`src/rtl/addr_map_pkg.sv`:
```
package addr_map_pkg;
  // Bus geometry
  localparam int unsigned ADDR_W     = 24;
  localparam int unsigned DATA_W     = 16;
  localparam int unsigned PER_DATA_W = 8;
  // Region layout: index bits sit directly above the in-region offset
  localparam int unsigned REGION_W   = 3;
  localparam int unsigned OFFSET_W   = 19;
  localparam int unsigned NREGION    = 1 << REGION_W;
  // Region allocation, lowest index first
  localparam int unsigned ROM_ROWS   = 4;
  localparam int unsigned IO_INDEX   = ROM_ROWS;
  localparam int unsigned SRAM_FIRST = IO_INDEX + 1;
  localparam int unsigned SRAM_ROWS  = NREGION - SRAM_FIRST;
  // Peripheral window
  localparam int unsigned REG_SEL_W  = 3;
  localparam logic [ADDR_W-1:0] PER_BASE = 24'h200010;
endpackage

```
`src/rtl/region_decode.sv`:
```
module region_decode #(
  parameter int unsigned HI_W     = 5,
  parameter int unsigned REGION_W = 3
) (
  input  logic [HI_W-1:0]              addr_hi,
  output logic [REGION_W-1:0]          idx,
  output logic [(1<<REGION_W)-1:0]     hit
);
  localparam int unsigned NREG   = 1 << REGION_W;
  localparam int unsigned GUARD_W = HI_W - REGION_W;

  logic enable;

  // Guard bits above the region index must all be zero
  assign enable = (addr_hi[HI_W-1 -: GUARD_W] == '0);
  assign idx    = enable ? addr_hi[REGION_W-1:0] : '0;

  for (genvar g = 0; g < NREG; g++) begin : g_hit
    assign hit[g] = enable && (addr_hi[REGION_W-1:0] == REGION_W'(g));
  end
endmodule

```
`src/rtl/periph_window.sv`:
```
module periph_window #(
  parameter int unsigned ADDR_W    = 24,
  parameter int unsigned REG_SEL_W = 3,
  parameter logic [ADDR_W-1:0] BASE = 24'h200010
) (
  input  logic [ADDR_W-1:0]    addr,
  input  logic                 region_hit,
  output logic                 sel,
  output logic [REG_SEL_W-1:0] rs
);
  localparam int unsigned TAG_W = ADDR_W - REG_SEL_W;
  localparam logic [TAG_W-1:0] BASE_TAG = BASE[ADDR_W-1:REG_SEL_W];

  logic tag_match;

  // Full decode: every bit above the register index is compared
  assign tag_match = (addr[ADDR_W-1:REG_SEL_W] == BASE_TAG);
  assign sel       = region_hit && tag_match;
  assign rs        = sel ? addr[REG_SEL_W-1:0] : '0;
endmodule

```
`src/rtl/strobe_route.sv`:
```
module strobe_route #(
  parameter int unsigned DATA_W     = 16,
  parameter int unsigned PER_DATA_W = 8
) (
  input  logic                  rd_n,
  input  logic                  wr_n,
  input  logic                  per_sel,
  input  logic [PER_DATA_W-1:0] per_rdata,
  output logic                  rom_oe_n,
  output logic                  sram_oe_n,
  output logic                  sram_we_n,
  output logic [DATA_W-1:0]     host_rdata
);
  localparam int unsigned PAD_W = DATA_W - PER_DATA_W;

  assign rom_oe_n  = rd_n;
  assign sram_oe_n = rd_n;
  assign sram_we_n = wr_n;

  // Peripheral occupies the low byte lane only
  always_comb begin
    host_rdata = '0;
    if (per_sel && !rd_n) host_rdata = {{PAD_W{1'b0}}, per_rdata};
  end
endmodule

```
`src/rtl/sys_addr_decode.sv`:
```
module sys_addr_decode
  import addr_map_pkg::*;
#(
  parameter int unsigned P_ADDR_W = ADDR_W
) (
  input  logic [P_ADDR_W-1:0]   addr,
  input  logic                  rd_n,
  input  logic                  wr_n,
  input  logic [PER_DATA_W-1:0] per_rdata,
  output logic [ROM_ROWS-1:0]   rom_cs_n,
  output logic                  io_cs_n,
  output logic [SRAM_ROWS-1:0]  sram_cs_n,
  output logic                  per_cs_n,
  output logic [REG_SEL_W-1:0]  per_rs,
  output logic                  rom_oe_n,
  output logic                  sram_oe_n,
  output logic                  sram_we_n,
  output logic [DATA_W-1:0]     host_rdata,
  output logic [REGION_W-1:0]   dbg_region,
  output logic [NREGION-1:0]    dbg_hit
);
  localparam int unsigned HI_W = P_ADDR_W - OFFSET_W;

  logic [NREGION-1:0]  hit;
  logic [REGION_W-1:0] idx;
  logic                per_sel;

  region_decode #(.HI_W(HI_W), .REGION_W(REGION_W)) u_region (
    .addr_hi (addr[P_ADDR_W-1:OFFSET_W]),
    .idx     (idx),
    .hit     (hit)
  );

  periph_window #(.ADDR_W(P_ADDR_W), .REG_SEL_W(REG_SEL_W),
                  .BASE(P_ADDR_W'(PER_BASE))) u_window (
    .addr       (addr),
    .region_hit (hit[IO_INDEX]),
    .sel        (per_sel),
    .rs         (per_rs)
  );

  strobe_route #(.DATA_W(DATA_W), .PER_DATA_W(PER_DATA_W)) u_strobe (
    .rd_n       (rd_n),
    .wr_n       (wr_n),
    .per_sel    (per_sel),
    .per_rdata  (per_rdata),
    .rom_oe_n   (rom_oe_n),
    .sram_oe_n  (sram_oe_n),
    .sram_we_n  (sram_we_n),
    .host_rdata (host_rdata)
  );

  for (genvar i = 0; i < ROM_ROWS; i++) begin : g_rom
    assign rom_cs_n[i] = ~hit[i];
  end
  for (genvar j = 0; j < SRAM_ROWS; j++) begin : g_sram
    assign sram_cs_n[j] = ~hit[SRAM_FIRST + j];
  end

  assign io_cs_n    = ~hit[IO_INDEX];
  assign per_cs_n   = ~per_sel;
  assign dbg_region = idx;
  assign dbg_hit    = hit;
endmodule

```
`config.mk`:
```
export PLATFORM = sky130hd
export DESIGN_NAME = sys_addr_decode
export DESIGN_NICKNAME = d
export VERILOG_FILES = /design/src/rtl/addr_map_pkg.sv /design/src/rtl/region_decode.sv /design/src/rtl/periph_window.sv /design/src/rtl/strobe_route.sv /design/src/rtl/sys_addr_decode.sv
export SDC_FILE = /design/constraint.sdc
export NUM_CORES = 1
export LEC_CHECK = 0
export BUFFER_PORTS_ARGS = -buffer_cell sky130_fd_sc_hd__buf_2
export CAP_MARGIN = 20
export CORE_UTILIZATION = 31
export DETAILED_ROUTE_END_ITERATION = 7
export PLACE_DENSITY = 0.95
export SETUP_SLACK_MARGIN = 0.05
export SYNTH_ARGS = -nofsm -noshare
export SYNTH_HDL_FRONTEND = slang
export SYNTH_SLANG_ARGS = --single-unit
```
`constraint.sdc`:
```
create_clock -name vclk -period 1.7
set_input_delay 0 -clock vclk [all_inputs]
set_output_delay 0 -clock vclk [all_outputs]
set_load 0.02 [all_outputs]
```
==> results of run 1 <==
[report_power, final]
part / switching [W] / internal (W) / leakage, nW
Sequential: 0 / 0 / 0
Clock: 0 / 0 / 0
Combinational: 0.0000715 / 0.0000445 / 0.468
Total: 0.0000715 / 0.0000445 / 0.468
[stage by stage]
stage	power, W	worst slack, ns	hold slack (ns)	cell area, µm²	std cells
4_1_cts	0.000116	0.468	0.000236	716	142
6_report	0.000116	0.466	0.00000886	716	142
5_1_grt	0.000128	0.391	0.0000795	716	142
2_1_floorplan	0.0000816	0.539	0.0528	469	75
3_3_place_gp	0.000112	0.552	0.000236	716	142
3_5_place_dp	0.000116	0.467	0.000236	716	142
[layer usage]
layer / GRT usage, % / vias up
met4: 2.59 / 0
li1: - / 316
met5: 0 / -
met1: 15.8 / 276
met2: 32.0 / 39
met3: 0 / 0
[layout make-up]
class | count | share of cell area [%]
timing repair buffer | 67 | 47.2
multi-input combinational | 44 | 41.8
inverter | 16 | 8.39
tap | 15 | 2.62
[layout by cell type (no fill, tap or decap)]
cell,synthesis,routed
sky130_fd_sc_hd__buf_2,1,66
sky130_fd_sc_hd__inv_1,16,16
sky130_fd_sc_hd__conb_1,1,8
sky130_fd_sc_hd__nor4_2,7,7
sky130_fd_sc_hd__nand3_1,5,5
sky130_fd_sc_hd__nand2_1,5,5
sky130_fd_sc_hd__nor2_1,4,4
sky130_fd_sc_hd__nor4_1,3,3
sky130_fd_sc_hd__and2_1,2,2
sky130_fd_sc_hd__nor2b_1,2,2
sky130_fd_sc_hd__nor2_2,1,1
sky130_fd_sc_hd__nor3b_4,1,1
sky130_fd_sc_hd__nand2_2,1,1
sky130_fd_sc_hd__nor4b_1,1,1
sky130_fd_sc_hd__nand4_1,1,1
sky130_fd_sc_hd__or2_1,1,1
sky130_fd_sc_hd__nor4_4,1,1
sky130_fd_sc_hd__nor3_1,1,1
sky130_fd_sc_hd__buf_4,12,1
[cells in the mapped netlist]
master and instances:
sky130_fd_sc_hd__clkbuf_1 1, sky130_fd_sc_hd__nand4_1 1, sky130_fd_sc_hd__nor2b_1 2, sky130_fd_sc_hd__buf_2 1
sky130_fd_sc_hd__buf_6 1, sky130_fd_sc_hd__nand2_1 5, sky130_fd_sc_hd__inv_1 16, sky130_fd_sc_hd__nor4_1 3
sky130_fd_sc_hd__buf_4 12, sky130_fd_sc_hd__nand2_2 1, sky130_fd_sc_hd__nor3b_4 1, sky130_fd_sc_hd__and2_1 2
sky130_fd_sc_hd__or2_1 1, sky130_fd_sc_hd__nand3_1 5, sky130_fd_sc_hd__nor3_1 1, sky130_fd_sc_hd__nor4b_1 1
sky130_fd_sc_hd__nor2_1 4, sky130_fd_sc_hd__nor4_2 7, sky130_fd_sc_hd__nor2_2 1, sky130_fd_sc_hd__nor4_4 1
sky130_fd_sc_hd__conb_1 1
[kinds of logic (layout without fill, tap and decap cells)]
kind of cell / Yosys count / count (layout) / synth area share, %
simple gates: 36 / 36 / 60.7
buf+inv: 31 / 83 / 38.4
other cells: 1 / 8 / 0.847
[path summary, 6_finish.rpt]
check | from | to | slack, ns | cells after the start
worst min-delay path | wr_n | sram_we_n | 0.000009 | 0
worst max-delay path | addr[22] | host_rdata[3] | 0.47 | 5
==> out/metrics.json, run 1 <==
{
  "status": {
    "status": "completed"
  },
  "setup_path": {
    "crit_path_launch_type": "input port",
    "cp_common_cell": "sky130_fd_sc_hd__buf_2",
    "worstPathCellList": "buf_2, nor3b_4, nand2_2, nor4_2, buf_2",
    "worst-endpoint-arrival_ns": 1.23,
    "worst-endpoint-required_ns": 1.70,
    "worstSetupPathType": "in -> out",
    "endpoint_kind": "output pin",
    "timing.critical_path.slowest_cell_delay_ns": 0.35,
    "timing.critical_path.fanout_max": 11,
    "path_delay_family": "simple AND/OR/NAND/NOR gates",
    "critPathBufInv": 2,
    "cpMaxStageDelayCell": "sky130_fd_sc_hd__nor3b_4"
  },
  "grt": {
    "antenna_found_initial": 0,
    "grt_pass1_vias": 451,
    "wire_length_of_the_first_global_routing_pass_um": 1720,
    "grt_max_degree": 13,
    "overall_overflow_remaining_after_global_route": 0,
    "grtUsageTotal_pct": 15.0
  },
  "route": {
    "avgViaCountPerCell": 4.44,
    "wire_per_inst_um": 10.1,
    "detail_route.first_pass.iterations": 4,
    "detail_route.wirelength_um": 1430,
    "detailroute.via_count": 631,
    "top_layer_used": "met3",
    "drt_drc": 0,
    "wl_met1_um": 514,
    "drtIter0Drc": 9,
    "drt.antenna.violating_nets": 0,
    "met3_routed_wl_um": 133,
    "dr_wl_met2_um": 780
  },
  "clocking": {
    "cts_setup_buffers": 0,
    "post_cts_resize_count": 0,
    "hold_buffers": 0
  },
  "timing": {
    "final.setup.tns_ns": 0,
    "timing.fmax_mhz": 810,
    "report.final.hold_viol_count": 0,
    "timing.final.setup_violations": 0,
    "rsz0062_at_grt": "false",
    "period_minus_slack_ns": 1.23,
    "min_period_over_period_pct": 72.6,
    "maxSlewViolCount": 0
  },
  "floorplan": {
    "floorplan.initialDensity_pct": 33.6,
    "core_area_um2": 1320,
    "std_cell_rows": 13,
    "die_height_um": 39.8,
    "horizontal_die_dimension_um": 39.8,
    "die_area_um2": 1580,
    "io_pins": 76
  },
  "synth": {
    "synth_top_cell_by_area": "sky130_fd_sc_hd__buf_4",
    "postSynthCellCount": 68,
    "synth_area_per_cell_um2": 6.51,
    "synth.area.top_cells": "sky130_fd_sc_hd__buf_4, sky130_fd_sc_hd__nor4_2, sky130_fd_sc_hd__inv_1",
    "synth-warning-count": 0,
    "yosys_cell_types": 21,
    "netlist_area_um2": 443,
    "synth_top_area_share_pct": 20.3,
    "synth_seq_area_share_pct": 0
  },
  "layout": {
    "seqCellArea_um2": 0,
    "seq_cells": 0,
    "clock_buffer_cells": 0,
    "areaGrowthSynthToFinish_pct": 61.6,
    "n_antenna_cell": 0,
    "final_layout_size_suffix_gt1_share_pct": 61.4,
    "design.final.nets": 163,
    "filler_cell_count": 137,
    "area_used_by_multi_input_combinational_logic_um2": 299,
    "post-route-util_pct": 54.3
  },
  "run": {
    "maxCapViolCount": 0
  },
  "hold_path": {
    "worst_hold_path_type": "in -> out"
  },
  "power": {
    "leakage_nw": 0.468,
    "power_per_cell_area_nw_per_um2": 162,
    "ir_worst_vdd_v": 0.0000775
  },
  "placed_design": {
    "portBuffers": 66,
    "gp_congestion": 0.667,
    "hpwl_um": 1230
  }
}
Note: power is estimated with default switching activity, not from simulation.
==> run 2: changes to the inputs <==
--- a/config.mk
+++ b/config.mk
@@ -7,9 +7,9 @@
 export LEC_CHECK = 0
 export BUFFER_PORTS_ARGS = -buffer_cell sky130_fd_sc_hd__buf_2
 export CAP_MARGIN = 20
-export CORE_UTILIZATION = 31
+export CORE_UTILIZATION = 26
 export DETAILED_ROUTE_END_ITERATION = 7
-export PLACE_DENSITY = 0.95
+export PLACE_DENSITY = 0.92
 export SETUP_SLACK_MARGIN = 0.05
 export SYNTH_ARGS = -nofsm -noshare
 export SYNTH_HDL_FRONTEND = slang
==> constraint.sdc (replaced) <==
create_clock -name vclk -period 1.1
set_input_delay 0 -clock vclk [all_inputs]
set_output_delay 0 -clock vclk [all_outputs]
set_load 0.02 [all_outputs]
==> out/metrics.json, run 2 (same netlist as run 1, synthesis figures left out) <==
{
  "hold_path": {
    "hold_start": "wr_n",
    "hold_path_depth": 0,
    "worstHoldEndpoint": "sram_we_n",
    "worst_hold_path_type": "in -> out"
  },
  "placed_design": {
    "portBuffers": 66,
    "hpwl_um": 1280,
    "placed_cells_incl_taps": 145,
    "gp_congestion": 0.706
  },
  "setup_path": {
    "timing.critical_path.fanout_max": 5,
    "crit_path_launch_type": "input port",
    "worst-endpoint-required_ns": 1.10,
    "endpoint_kind": "output pin",
    "worst-endpoint-arrival_ns": 1.20,
    "worstSetupPathType": "in -> out"
  },
  "layout": {
    "clock_buffer_cells": 0,
    "final_layout_size_suffix_gt1_share_pct": 65.6,
    "n_antenna_cell": 0,
    "final_common_cell": "sky130_fd_sc_hd__buf_2",
    "post-route-util_pct": 57.5,
    "seq_cells": 0,
    "areaGrowthSynthToFinish_pct": 100,
    "area_used_by_multi_input_combinational_logic_um2": 368,
    "filler_cell_count": 152,
    "most-common-layout-cells": "sky130_fd_sc_hd__buf_2, sky130_fd_sc_hd__inv_1, sky130_fd_sc_hd__buf_4",
    "seqCellArea_um2": 0,
    "design.final.nets": 167,
    "final_cells": 147
  },
  "route": {
    "drt_drc": 0,
    "avgViaCountPerCell": 4.49,
    "drtIter0Drc": 6,
    "detail_route.wirelength_um": 1750,
    "detailroute.via_count": 660,
    "detail_route.first_pass.iterations": 4,
    "drt.antenna.violating_nets": 0,
    "wire_per_inst_um": 11.9
  },
  "timing": {
    "maxSlewViolCount": 0,
    "rsz0062_at_grt": "true",
    "min_period_over_period_pct": 109,
    "timing.fmax_mhz": 836,
    "report.final.hold_viol_count": 0,
    "timing.final.setup_violations": 5,
    "finalWorstSetupSlack_ns": -0.0959,
    "period_minus_slack_ns": 1.20
  },
  "power": {
    "leakage_nw": 0.526,
    "power_per_cell_area_nw_per_um2": 250,
    "ir_worst_vdd_v": 0.000146
  },
  "grt": {
    "grtUsageTotal_pct": 15.9,
    "grt_max_degree": 12,
    "overall_overflow_remaining_after_global_route": 0,
    "grt_pass1_vias": 583,
    "wire_length_of_the_first_global_routing_pass_um": 2370,
    "antenna_found_initial": 0
  },
  "floorplan": {
    "horizontal_die_dimension_um": 43.3,
    "core_area_um2": 1540,
    "floorplan.initialDensity_pct": 28.7,
    "std_cell_rows": 14,
    "die_height_um": 43.3,
    "die_area_um2": 1870,
    "io_pins": 76
  },
  "status": {
    "violated_checks": "setup timing",
    "status": "complete, but fails checks"
  },
  "clocking": {
    "hold_buffers": 0
  },
  "run": {
    "maxCapViolCount": 0
  }
}
==> run 2: how the worst max path moves through the flow <==
stage / depth (start not counted) / start / slack [ns] / endpoint
after detailed placement: 6 / addr[3] / -0.05 / host_rdata[1]
after global placement: 6 / addr[3] / 0.02 / host_rdata[4]
after CTS: 6 / addr[3] / 0.02 / host_rdata[7]
after global routing: 6 / addr[3] / -0.21 / host_rdata[7]
final: 6 / addr[3] / -0.1 / host_rdata[7]
after floorplan: 4 / addr[22] / -0.06 / host_rdata[1]
==> run 2: repair_timing <==
action	CTS	global route
cloned	1	0
setup endpoints to repair	11	12
pin swaps	2	1
resized for setup	22	5
hold endpoints to repair	0	0
setup buffers	0	1
==> run 2: area by class of cell <==
class | instances | area share (%)
timing repair buffer | 71 | 49.5
multi-input combinational | 44 | 41.5
inverter | 16 | 6.77
tap | 16 | 2.26
==> run 2: per-layer routing <==
metal	global-route usage (%)	part of all wire, %	vias up
met3	0.851	7.3	4
met1	16.5	32	294
met5	0	0	-
met4	3.64	2.1	0
li1	-	-	323
met2	33.1	58	39
==> run 2: through the flow <==
step | setup TNS (ns) | hold WS [ns] | cell area, µm² | setup WS (ns) | power, W
final | -0.164 | 0.000158 | 887 | -0.0959 | 0.000222
after global routing | -1.26 | 0.000126 | 887 | -0.212 | 0.000238
after CTS | 0 | 0.000137 | 860 | 0.0160 | 0.000219
after detailed placement | -0.108 | 0.000137 | 732 | -0.0475 | 0.000184
after global placement | 0 | 0.000137 | 732 | 0.0168 | 0.000179
after floorplan | -0.424 | 0.0528 | 469 | -0.0606 | 0.000126
==> run 2: report_power, final <==
part | total, W | internal, W | switching, W
Clock | 0 | 0 | 0
Sequential | 0 | 0 | 0
Combinational | 0.000222 | 0.0000942 | 0.000127
==> run 2: worst max-delay path, cell delays in order <==
cell and delay, ns:
sky130_fd_sc_hd__buf_6 0.10, sky130_fd_sc_hd__nor4b_4 0.26, sky130_fd_sc_hd__nand4_1 0.21, sky130_fd_sc_hd__buf_4 0.23, sky130_fd_sc_hd__nor4_2 0.19, sky130_fd_sc_hd__buf_4 0.21
